$ cat src/rtl/cache2w_pkg.sv
package cache2w_pkg;

    // Victim selection policies, chosen at elaboration.
    typedef enum logic [1:0] {
        REPL_FIFO = 2'd0,
        REPL_LRU  = 2'd1,
        REPL_RAND = 2'd2
    } repl_e;

    // Controller states.
    typedef enum logic {
        ST_LOOKUP = 1'b0,
        ST_REFILL = 1'b1
    } ctrl_st_e;

    localparam int LFSR_W = 8;
    localparam logic [LFSR_W-1:0] LFSR_SEED = 8'h01;

    // One step of the random source: shift left, feedback from taps 7,5,4,3.
    function automatic logic [LFSR_W-1:0] lfsr_step(input logic [LFSR_W-1:0] s);
        return {s[LFSR_W-2:0], s[7] ^ s[5] ^ s[4] ^ s[3]};
    endfunction

endpackage

$ cat src/rtl/cache2w_ways.sv
// Storage of the two ways: valid flags, tags and data blocks per set.
// Assumes SETS is a power of two matching IDX_W. One write port, one
// combinational read port addressed by set index.
module cache2w_ways #(
    parameter int SETS  = 4,
    parameter int IDX_W = 2,
    parameter int TAG_W = 11,
    parameter int BLK_W = 64
) (
    input  logic                      clk,
    input  logic                      rst_n,
    input  logic [IDX_W-1:0]          rd_idx,
    output logic [1:0]                rd_valid,
    output logic [1:0][TAG_W-1:0]     rd_tag,
    output logic [1:0][BLK_W-1:0]     rd_data,
    input  logic                      wr_en,
    input  logic                      wr_way,
    input  logic [IDX_W-1:0]          wr_idx,
    input  logic [TAG_W-1:0]          wr_tag,
    input  logic [BLK_W-1:0]          wr_data
);

    for (genvar w = 0; w < 2; w++) begin : g_way
        logic [SETS-1:0]  vld;
        logic [TAG_W-1:0] tags [SETS];
        logic [BLK_W-1:0] blks [SETS];
        logic             sel;

        assign sel = wr_en && (wr_way == 1'(w));

        // Valid flags: cleared by reset, set when a block is installed.
        always_ff @(posedge clk) begin
            if (!rst_n) begin
                vld <= '0;
            end else if (sel) begin
                vld[wr_idx] <= 1'b1;
            end
        end

        // Tag and data arrays: written on install, no reset needed.
        always_ff @(posedge clk) begin
            if (sel) begin
                tags[wr_idx] <= wr_tag;
                blks[wr_idx] <= wr_data;
            end
        end

        assign rd_valid[w] = vld[rd_idx];
        assign rd_tag[w]   = tags[rd_idx];
        assign rd_data[w]  = blks[rd_idx];
    end

endmodule

$ cat src/rtl/cache2w_repl.sv
// Victim selection for a two-way set. Empty ways win first (way 0 before
// way 1); otherwise the elaborated policy decides. FIFO and LRU keep one
// bit per set naming the way to evict next; random uses a free-running LFSR.
// Assumes touch_hit and touch_fill are never high in the same cycle.
module cache2w_repl
    import cache2w_pkg::*;
#(
    parameter repl_e POLICY = REPL_LRU,
    parameter int    SETS   = 4,
    parameter int    IDX_W  = 2
) (
    input  logic             clk,
    input  logic             rst_n,
    input  logic [IDX_W-1:0] look_idx,
    input  logic [1:0]       look_valid,
    output logic             victim,
    input  logic             touch_hit,
    input  logic             touch_fill,
    input  logic [IDX_W-1:0] touch_idx,
    input  logic             touch_way
);

    logic pick;

    // Empty way first, then the policy's choice.
    always_comb begin
        if (!look_valid[0])      victim = 1'b0;
        else if (!look_valid[1]) victim = 1'b1;
        else                     victim = pick;
    end

    if (POLICY == REPL_RAND) begin : g_rand
        logic [LFSR_W-1:0] lfsr;

        // Free-running random source, advances every cycle.
        always_ff @(posedge clk) begin
            if (!rst_n) lfsr <= LFSR_SEED;
            else        lfsr <= lfsr_step(lfsr);
        end

        assign pick = lfsr[0];
    end else begin : g_state
        logic [SETS-1:0] evict_next;
        logic            upd;

        // LRU moves on hits and fills, FIFO only on fills.
        assign upd = touch_fill || ((POLICY == REPL_LRU) && touch_hit);

        // Per-set state: the way not just touched is the next victim.
        always_ff @(posedge clk) begin
            if (!rst_n) begin
                evict_next <= '0;
            end else if (upd) begin
                evict_next[touch_idx] <= ~touch_way;
            end
        end

        assign pick = evict_next[look_idx];
    end

endmodule

$ cat src/rtl/cache2w_ctrl.sv
// Request sequencing: answers hits one cycle after acceptance, turns a miss
// into a block fetch, installs the arriving block and answers from it.
// Assumes fill_valid only arrives while fill_req is high.
module cache2w_ctrl
    import cache2w_pkg::*;
#(
    parameter int ADDR_W  = 16,
    parameter int WORD_W  = 32,
    parameter int WORDS   = 2,
    parameter int IDX_W   = 2,
    parameter int TAG_W   = 11,
    parameter int WSEL_W  = 1,
    parameter int BLK_OFF = 3
) (
    input  logic                    clk,
    input  logic                    rst_n,
    input  logic                    req_valid,
    input  logic [TAG_W-1:0]        req_tag,
    input  logic [IDX_W-1:0]        req_idx,
    input  logic [WSEL_W-1:0]       req_wsel,
    input  logic                    lk_hit,
    input  logic                    lk_way,
    input  logic [WORD_W-1:0]       lk_word,
    input  logic                    victim,
    input  logic                    fill_valid,
    input  logic [WORDS*WORD_W-1:0] fill_data,
    output logic                    req_ready,
    output logic                    resp_valid,
    output logic                    resp_hit,
    output logic [WORD_W-1:0]       resp_data,
    output logic                    fill_req,
    output logic [ADDR_W-1:0]       fill_addr,
    output logic                    wr_en,
    output logic                    wr_way,
    output logic [IDX_W-1:0]        wr_idx,
    output logic [TAG_W-1:0]        wr_tag,
    output logic                    touch_hit,
    output logic                    touch_fill,
    output logic [IDX_W-1:0]        touch_idx,
    output logic                    touch_way
);

    ctrl_st_e           st;
    logic [IDX_W-1:0]   miss_idx;
    logic [TAG_W-1:0]   miss_tag;
    logic [WSEL_W-1:0]  miss_wsel;
    logic               miss_way;
    logic               accept;
    logic [WORD_W-1:0]  fill_word;

    assign req_ready = (st == ST_LOOKUP);
    assign accept    = req_valid && req_ready;
    assign fill_word = fill_data[miss_wsel*WORD_W +: WORD_W];

    // Install and policy-update strobes derived from the current state.
    always_comb begin
        wr_en      = (st == ST_REFILL) && fill_valid;
        wr_way     = miss_way;
        wr_idx     = miss_idx;
        wr_tag     = miss_tag;
        touch_hit  = accept && lk_hit;
        touch_fill = wr_en;
        touch_idx  = (st == ST_REFILL) ? miss_idx : req_idx;
        touch_way  = (st == ST_REFILL) ? miss_way : lk_way;
    end

    // Main sequencer: lookup, fetch on miss, respond.
    always_ff @(posedge clk) begin
        if (!rst_n) begin
            st         <= ST_LOOKUP;
            resp_valid <= 1'b0;
            resp_hit   <= 1'b0;
            resp_data  <= '0;
            fill_req   <= 1'b0;
            fill_addr  <= '0;
            miss_idx   <= '0;
            miss_tag   <= '0;
            miss_wsel  <= '0;
            miss_way   <= 1'b0;
        end else begin
            resp_valid <= 1'b0;
            unique case (st)
                ST_LOOKUP: begin
                    if (accept) begin
                        if (lk_hit) begin
                            resp_valid <= 1'b1;
                            resp_hit   <= 1'b1;
                            resp_data  <= lk_word;
                        end else begin
                            st        <= ST_REFILL;
                            fill_req  <= 1'b1;
                            fill_addr <= {req_tag, req_idx, {BLK_OFF{1'b0}}};
                            miss_idx  <= req_idx;
                            miss_tag  <= req_tag;
                            miss_wsel <= req_wsel;
                            miss_way  <= victim;
                        end
                    end
                end
                ST_REFILL: begin
                    if (fill_valid) begin
                        st         <= ST_LOOKUP;
                        fill_req   <= 1'b0;
                        resp_valid <= 1'b1;
                        resp_hit   <= 1'b0;
                        resp_data  <= fill_word;
                    end
                end
                default: st <= ST_LOOKUP;
            endcase
        end
    end

endmodule

$ cat src/rtl/cache2w.sv
// Two-way set-associative read cache with elaboration-time replacement
// policy. Splits the address, compares both ways in parallel, muxes the
// hitting word and hands misses to the sequencer. Assumes WORDS >= 2,
// SETS a power of two and WORD_W a multiple of 8.
module cache2w
    import cache2w_pkg::*;
#(
    parameter int    ADDR_W = 16,
    parameter int    WORD_W = 32,
    parameter int    WORDS  = 2,
    parameter int    SETS   = 4,
    parameter repl_e POLICY = REPL_LRU
) (
    input  logic                    clk,
    input  logic                    rst_n,
    input  logic                    req_valid,
    input  logic [ADDR_W-1:0]       req_addr,
    output logic                    req_ready,
    output logic                    resp_valid,
    output logic                    resp_hit,
    output logic [WORD_W-1:0]       resp_data,
    output logic                    fill_req,
    output logic [ADDR_W-1:0]       fill_addr,
    input  logic                    fill_valid,
    input  logic [WORDS*WORD_W-1:0] fill_data
);

    localparam int BYTE_OFF = $clog2(WORD_W / 8);
    localparam int WSEL_W   = $clog2(WORDS);
    localparam int IDX_W    = $clog2(SETS);
    localparam int BLK_OFF  = BYTE_OFF + WSEL_W;
    localparam int TAG_W    = ADDR_W - BLK_OFF - IDX_W;
    localparam int BLK_W    = WORDS * WORD_W;

    logic [TAG_W-1:0]          req_tag;
    logic [IDX_W-1:0]          req_idx;
    logic [WSEL_W-1:0]         req_wsel;
    logic [1:0]                way_valid;
    logic [1:0][TAG_W-1:0]     way_tag;
    logic [1:0][BLK_W-1:0]     way_data;
    logic [1:0]                way_match;
    logic [1:0][WORD_W-1:0]    way_word;
    logic                      lk_hit;
    logic                      lk_way;
    logic [WORD_W-1:0]         lk_word;
    logic                      victim;
    logic                      wr_en;
    logic                      wr_way;
    logic [IDX_W-1:0]          wr_idx;
    logic [TAG_W-1:0]          wr_tag;
    logic                      touch_hit;
    logic                      touch_fill;
    logic [IDX_W-1:0]          touch_idx;
    logic                      touch_way;

    assign req_tag  = req_addr[ADDR_W-1 -: TAG_W];
    assign req_idx  = req_addr[BLK_OFF +: IDX_W];
    assign req_wsel = req_addr[BYTE_OFF +: WSEL_W];

    cache2w_ways #(
        .SETS  (SETS),
        .IDX_W (IDX_W),
        .TAG_W (TAG_W),
        .BLK_W (BLK_W)
    ) u_ways (
        .clk      (clk),
        .rst_n    (rst_n),
        .rd_idx   (req_idx),
        .rd_valid (way_valid),
        .rd_tag   (way_tag),
        .rd_data  (way_data),
        .wr_en    (wr_en),
        .wr_way   (wr_way),
        .wr_idx   (wr_idx),
        .wr_tag   (wr_tag),
        .wr_data  (fill_data)
    );

    // Parallel tag compare and word select, one per way.
    for (genvar w = 0; w < 2; w++) begin : g_cmp
        assign way_match[w] = way_valid[w] && (way_tag[w] == req_tag);
        assign way_word[w]  = way_data[w][req_wsel*WORD_W +: WORD_W];
    end

    assign lk_hit  = |way_match;
    assign lk_way  = way_match[1];
    assign lk_word = way_match[1] ? way_word[1] : way_word[0];

    cache2w_repl #(
        .POLICY (POLICY),
        .SETS   (SETS),
        .IDX_W  (IDX_W)
    ) u_repl (
        .clk        (clk),
        .rst_n      (rst_n),
        .look_idx   (req_idx),
        .look_valid (way_valid),
        .victim     (victim),
        .touch_hit  (touch_hit),
        .touch_fill (touch_fill),
        .touch_idx  (touch_idx),
        .touch_way  (touch_way)
    );

    cache2w_ctrl #(
        .ADDR_W  (ADDR_W),
        .WORD_W  (WORD_W),
        .WORDS   (WORDS),
        .IDX_W   (IDX_W),
        .TAG_W   (TAG_W),
        .WSEL_W  (WSEL_W),
        .BLK_OFF (BLK_OFF)
    ) u_ctrl (
        .clk        (clk),
        .rst_n      (rst_n),
        .req_valid  (req_valid),
        .req_tag    (req_tag),
        .req_idx    (req_idx),
        .req_wsel   (req_wsel),
        .lk_hit     (lk_hit),
        .lk_way     (lk_way),
        .lk_word    (lk_word),
        .victim     (victim),
        .fill_valid (fill_valid),
        .fill_data  (fill_data),
        .req_ready  (req_ready),
        .resp_valid (resp_valid),
        .resp_hit   (resp_hit),
        .resp_data  (resp_data),
        .fill_req   (fill_req),
        .fill_addr  (fill_addr),
        .wr_en      (wr_en),
        .wr_way     (wr_way),
        .wr_idx     (wr_idx),
        .wr_tag     (wr_tag),
        .touch_hit  (touch_hit),
        .touch_fill (touch_fill),
        .touch_idx  (touch_idx),
        .touch_way  (touch_way)
    );

endmodule

$ cat config.mk
export PLATFORM = sky130hd
export DESIGN_NAME = cache2w
export DESIGN_NICKNAME = d
export VERILOG_FILES = /design/src/rtl/cache2w_pkg.sv /design/src/rtl/cache2w_ways.sv /design/src/rtl/cache2w_repl.sv /design/src/rtl/cache2w_ctrl.sv /design/src/rtl/cache2w.sv
export SDC_FILE = /design/constraint.sdc
export NUM_CORES = 1
export LEC_CHECK = 0
export ABC_AREA = 1
export BUFFER_PORTS_ARGS = -buffer_cell sky130_fd_sc_hd__buf_4
export CORE_UTILIZATION = 40
export CTS_CLUSTER_DIAMETER = 150
export DETAILED_ROUTE_END_ITERATION = 10
export MAX_ROUTING_LAYER = met4
export PLACE_DENSITY = 0.53
export SLEW_MARGIN = 20
export SYNTH_ARGS = -nofsm -noshare
export SYNTH_HDL_FRONTEND = slang
export SYNTH_SLANG_ARGS = --single-unit
export TNS_END_PERCENT = 30
$ cat constraint.sdc
create_clock -name clk -period 5.9 [get_ports clk]
set_clock_uncertainty 0.1 [all_clocks]
set_input_delay 0.885 -clock clk [delete_from_list [all_inputs] [get_ports clk]]
set_output_delay 0.885 -clock clk [all_outputs]
set_load 0.005 [all_outputs]
* After elaboration in Yosys (flattened, before gate mapping)
Memory sizes are Yosys's and may differ from the RTL's.
Cells that the tools add are included.
** Word-level totals
- Register bits :: 76
- RAM bits :: 600
- Input bits :: 84
- Output and inout bits :: 52
- Memories :: 4
** Cells by class
- $lt $le $gt $ge :: 5
- Eq/ne operators :: 6
- Shift operators :: 3
- Muxes and demuxes :: 39
- Bitwise gates (word level) :: 6
- Reduce and logical (&&, ||, !) cells :: 14
** Memories
- u_ways.g_way[0].blks :: words 4, width 64, read ports 1, clocked after Yosys merged registers in 0, write ports 1, RTL line cache2w_ways.sv:26 : logic [BLK_W-1:0] blks [SETS];
- u_ways.g_way[1].blks :: words 4, width 64, read ports 1, clocked after Yosys merged registers in 0, write ports 1, RTL line cache2w_ways.sv:26
- u_ways.g_way[0].tags :: words 4, width 11, read ports 1, clocked after Yosys merged registers in 0, write ports 1, RTL line cache2w_ways.sv:25 : logic [TAG_W-1:0] tags [SETS];
- u_ways.g_way[1].tags :: words 4, width 11, read ports 1, clocked after Yosys merged registers in 0, write ports 1, RTL line cache2w_ways.sv:25
** Operators with widths (number)
- $shiftx A64 B7 Y32 :: 3
- $mux W32 :: 4
- $pmux W32 S2 :: 1
- $mux W1 :: 23
- $eq A11 B11 Y1 :: 2
- $logic_and A1 B1 Y1 :: 9
- $lt A2 B3 Y1 const B :: 3
- $reduce_and A3 Y1 :: 3
- $or A4 B4 Y4 :: 2
- $pmux W1 S2 :: 4
- $bmux W1 S2 :: 3
- $ne A2 B2 Y1 const B :: 3
- $bwmux W4 :: 1
- $demux W1 S2 :: 2
- $ge A2 B1 Y1 const B :: 2
- $not A1 Y1 :: 4
- $mux W2 :: 1
- $ne A2 B1 Y1 const B :: 1
- $reduce_or A2 Y1 :: 1
- $logic_or A1 B1 Y1 :: 1

* Logic depth before layout (Yosys ltp)
- Word-level depth :: 7
- Mapped depth :: 18
- Gate-level depth less buffers :: 16

* Hierarchy
A second synthesis with hierarchy kept.
** Unflattened totals
- Cell total of the unflattened synthesis :: 3088
- Area total of the unflattened synthesis :: 30435.4 um^2
** Modules (own cells, without submodules)
- cache2w_ways :: instances 1, cells an instance 2115, area an instance 24926.4 um^2
- cache2w_ctrl :: instances 1, cells an instance 437, area an instance 2982.9 um^2
- cache2w :: instances 1, cells an instance 497, area an instance 2288.4 um^2
- cache2w_repl :: instances 1, cells an instance 39, area an instance 237.7 um^2

* Least setup slack after synthesis
No wires, ideal clock.
- Path type :: input -> register
- From :: input port fill_valid
- To :: memory u_ways.g_way[0].blks[0][0] (enable)
- Arrival time :: 4.333 ns
- Data required time :: 5.290 ns
- Slack :: 0.957 ns
- Cell stages on the path :: 4
- Buffers on the path :: 0
- Cells stage by stage :: nand2_1 > nor2_1 > inv_1 > nor2_1
** On the way
- Longest elaborated chain between the ends :: 4
** Ends and longest elaborated chain
- start: declaration :: RTL line cache2w.sv:24 : input logic fill_valid,
- $logic_and A1 B1 Y1 :: RTL line cache2w_ctrl.sv:57 : wr_en = (st == ST_REFILL) && fill_valid;
- $logic_and A1 B1 Y1 :: RTL line cache2w_ways.sv:29 : assign sel = wr_en && (wr_way == 1'(w));
- $mux W1 :: RTL line cache2w_ways.sv:42 : if (sel) begin
- $mux W1 (implied by the code) :: RTL line cache2w_ways.sv:44 : blks[wr_idx] <= wr_data;
- end: declaration :: RTL line cache2w_ways.sv:26
No other way between the ends.

* Worst setup path in the final report
- From :: input port req_addr[4]
- To :: register u_ctrl.resp_data[23]
** On the way
- Longest elaborated chain between the ends :: 7
- Elaborated cells on any way between the ends :: 21
- Classes of those cells :: eq/ne (3); shift (2); mux (8); reduce/logical (4); memory (4)
** Ends and longest elaborated chain
- start: declaration :: RTL line cache2w.sv:17 : input logic [ADDR_W-1:0] req_addr,
- parallel branches: the longest is 7 deep, another holds $mem_v2 Z4 W64
- end signal: assignment :: RTL line cache2w_ctrl.sv:88 : resp_data <= lk_word;
- end signal: assignment :: RTL line cache2w_ctrl.sv:106 : resp_data <= fill_word;
- end: declaration :: RTL line cache2w_ctrl.sv:30 : output logic [WORD_W-1:0] resp_data,
Parallel ways; which one is timed is not known. The select of a mux whose other input is x is not followed.
A chain may end at the register's enable or synchronous reset.

==> reports/results.ini <==
[global_route]
grt_overflow = 0
grt_pass1_vias = 18491
antenna_found_initial = 18
grt_usage_pct = 23.8
grt_pass1_wl_um = 120000
grt_max_degree = 112

[synthesis]
syn_inst = 2509
yosys.cell_types.count = 21
ys_ff_latch = 663
synth.avg_cell_area_um2 = 11.0
synth.cell_area_mm2 = 0.0275
yosys_warnings = 0
ys_seq_area_share_pct = 70.1

[layout]
fin_nets = 2669
multi_input_area_mm2 = 0.00696
synthToLayoutAreaGrowth_pct = 15.2
fillers = 6163
layout-drive-gt1-share_pct = 10.5
ff_latch_area_mm2 = 0.0193

[clock_tree]
clock_sinks = 663
cts-resized-gates = 0
clk_latency_ns = 0.61
postCtsSetupBuffers = 0
clk_pin_slew_ns = 0.05
cts_tree = done
cts_inserted_buffers = 72
cts_root_buf = clkbuf_16
htree_levels = 3
hold_buffers = 0
clock_path_buffers = 3

[timing]
worst_pin_slew_ns = 1.14
setup_viol = 0
fin_crit_sh_pct = 68.8
tns_ns = 0
fmax_mhz = 246
slew_headroom_pct = 23.8
maxSlewViolCount = 0
rsz0062_at_grt = no
worst_slack_ns = 1.84
min_period_ns = 4.06
finalHoldViolCount = 0

[flow_run]
drv_cap = 0

[status]
status = complete, no violations

[placement]
pre_cts_ws_ns = 1.23
io_buffers = 130
gp_congestion = 0.811
dp_hpwl_um = 44300

[floorplanning]
core_mm2 = 0.0676
dieArea_mm2 = 0.0698
ioPinCount = 136
fp-row-count = 95
die_w_um = 264
die-height_um = 264
start_util_pct = 40.7

[detailed_routing]
post_drt_wl_per_cell_um = 23.0
drtIter0Drc = 1794
drt_pass1_iterations = 6
vias_per_cell = 5.47
drc = 0
dr_total_vias = 19298
totalWireLength_um = 81100
ant_nets = 0

[worst_hold_path]
hp-class = flip-flop to flip-flop

[setup_path]
path_cells = buf_4, inv_4, nand3_1, nand3_1, nand2_1, nor2_1, nand2_1, nor2_4, buf_4, nand3_1, nand3_1, nand2_1, nand2_1, a21oi_1
cpPeakStageDelay_ns = 0.86
path_max_fanout = 71
critPathCaptureType = flip-flop
cpMaxStageDelayCell = nor2_4
required_ns = 6.29
startpoint_type = input port
critPathKind = input port to flip-flop
arrival_ns = 4.45

[pwr]
total_power_uw = 10400
max-vdd-ir-drop_v = 0.000204
p_leak_uw = 0.0117
p_per_area_mw_per_mm2 = 328

==> per-stage QoR <==
stage               utilization, %  instance area [um2]  instances  hold slack [ns]
global placement              43.4                29300       3384            0.346
global route                  46.8                31700       3528            0.394
CTS                           46.8                31600       3513            0.365
floorplan                        -                27500       2511            0.332
finish                        46.8                31700       3530            0.359
detailed placement            43.4                29300       3384            0.352
==> routing by layer <==
metal  vias to the layer above  share of wire (%)  global-route usage (%)
li1                       8966                  -                       -
met1                      9531                 43                    31.5
met2                       659                 46                    36.3
met4                         0                2.7                    8.22
met3                       142                8.0                    5.17
met5                         -                  0                       -
==> where the power goes <==
group          total, uW  internal (uW)  switching, uW
Sequential          5230           5190           44.9
Clock               4430           2640           1790
Combinational        711            220            491
Total              10400           8040           2330
==> kinds of logic (layout without fill, tap and decap cells) <==
group                  Yosys count  count (layout)  share of synthesized area [%]
buffers and inverters          339             468                           4.87
other                            1              20                         0.0136
and+or+nand+nor                980             980                           14.8
DFF                            663             663                           70.1
AOI/OAI and AO/OA              526             526                           10.2
==> flip-flops by register name (all words and copies together) (netlist names), 2 cells and up <==
register                   count
u_repl.g_state.evict_next      4
u_ways.g_way.blks            512
u_ctrl.resp_data              32
u_ctrl.fill_addr               2
u_ways.g_way.tags             88
u_ctrl.wr_tag                 10
u_ways.g_way.vld               8
==> cell usage after synthesis <==
library cell | instances | area share (%)
buf_2 | 39 | 0.71
a32o_1 | 1 | 0.036
inv_1 | 170 | 2.3
edfxtp_1 | 600 | 66
nor2_4 | 1 | 0.041
a21oi_1 | 91 | 1.7
o21ai_0 | 306 | 5.6
nand3_1 | 212 | 3.9
nand2_1 | 360 | 4.9
conb_1 | 1 | 0.014
nand3b_1 | 32 | 0.87
inv_2 | 2 | 0.027
dfxtp_1 | 63 | 4.6
nor3_1 | 1 | 0.018
nor2_1 | 372 | 5.1
clkbuf_1 | 107 | 1.5
buf_1 | 15 | 0.20
o22ai_1 | 128 | 2.9
clkinv_1 | 1 | 0.014
or2_2 | 2 | 0.045
buf_4 | 5 | 0.14
==> critical path, delay by kind of cell <==
kind                   cells  cell delay (ns)
AOI/OAI and AO/OA          1             0.06
buffers and inverters      3             1.42
and+or+nand+nor           10             2.00
==> layout by cell type, fill, tap and decap left out, types with 10 or more instances in the layout <==
cell type	synthesis	final
diode_2	0	17
clkinv_1	1	13
dfxtp_1	63	63
inv_1	170	168
o21ai_0	306	306
nand3b_1	32	32
o22ai_1	128	128
nor2_4	1	10
nand2_1	360	358
nand3_1	212	211
edfxtp_1	600	600
buf_4	5	159
nor2_1	372	363
clkbuf_1	107	24
a21oi_1	91	91
clkbuf_16	0	76
==> layout make-up <==
cell class	count	share of cell area [%]
clock buffer	105	6.51
timing repair buffer	166	4.19
inverter	173	2.08
antenna	17	0.134
multi-input combinational	1509	22.0
tap	873	3.45
clock inverter	24	0.774
sequential	663	60.9
==> final timing paths <==
path	startpoint	end	slack, ns	cells past startpoint
worst max-delay path	req_addr[4]	u_ctrl.resp_data[23]	1.84	14
worst min-delay path	u_ways.g_way[1].vld[0]	u_ways.g_way[1].vld[0]	0.36	2
worst max register to register	u_ways.g_way[1].tags[1][3]	u_ctrl.resp_data[23]	2.91	13
worst min register to register	u_ways.g_way[1].vld[0]	u_ways.g_way[1].vld[0]	0.36	2
(Power assumes the default switching activity.)
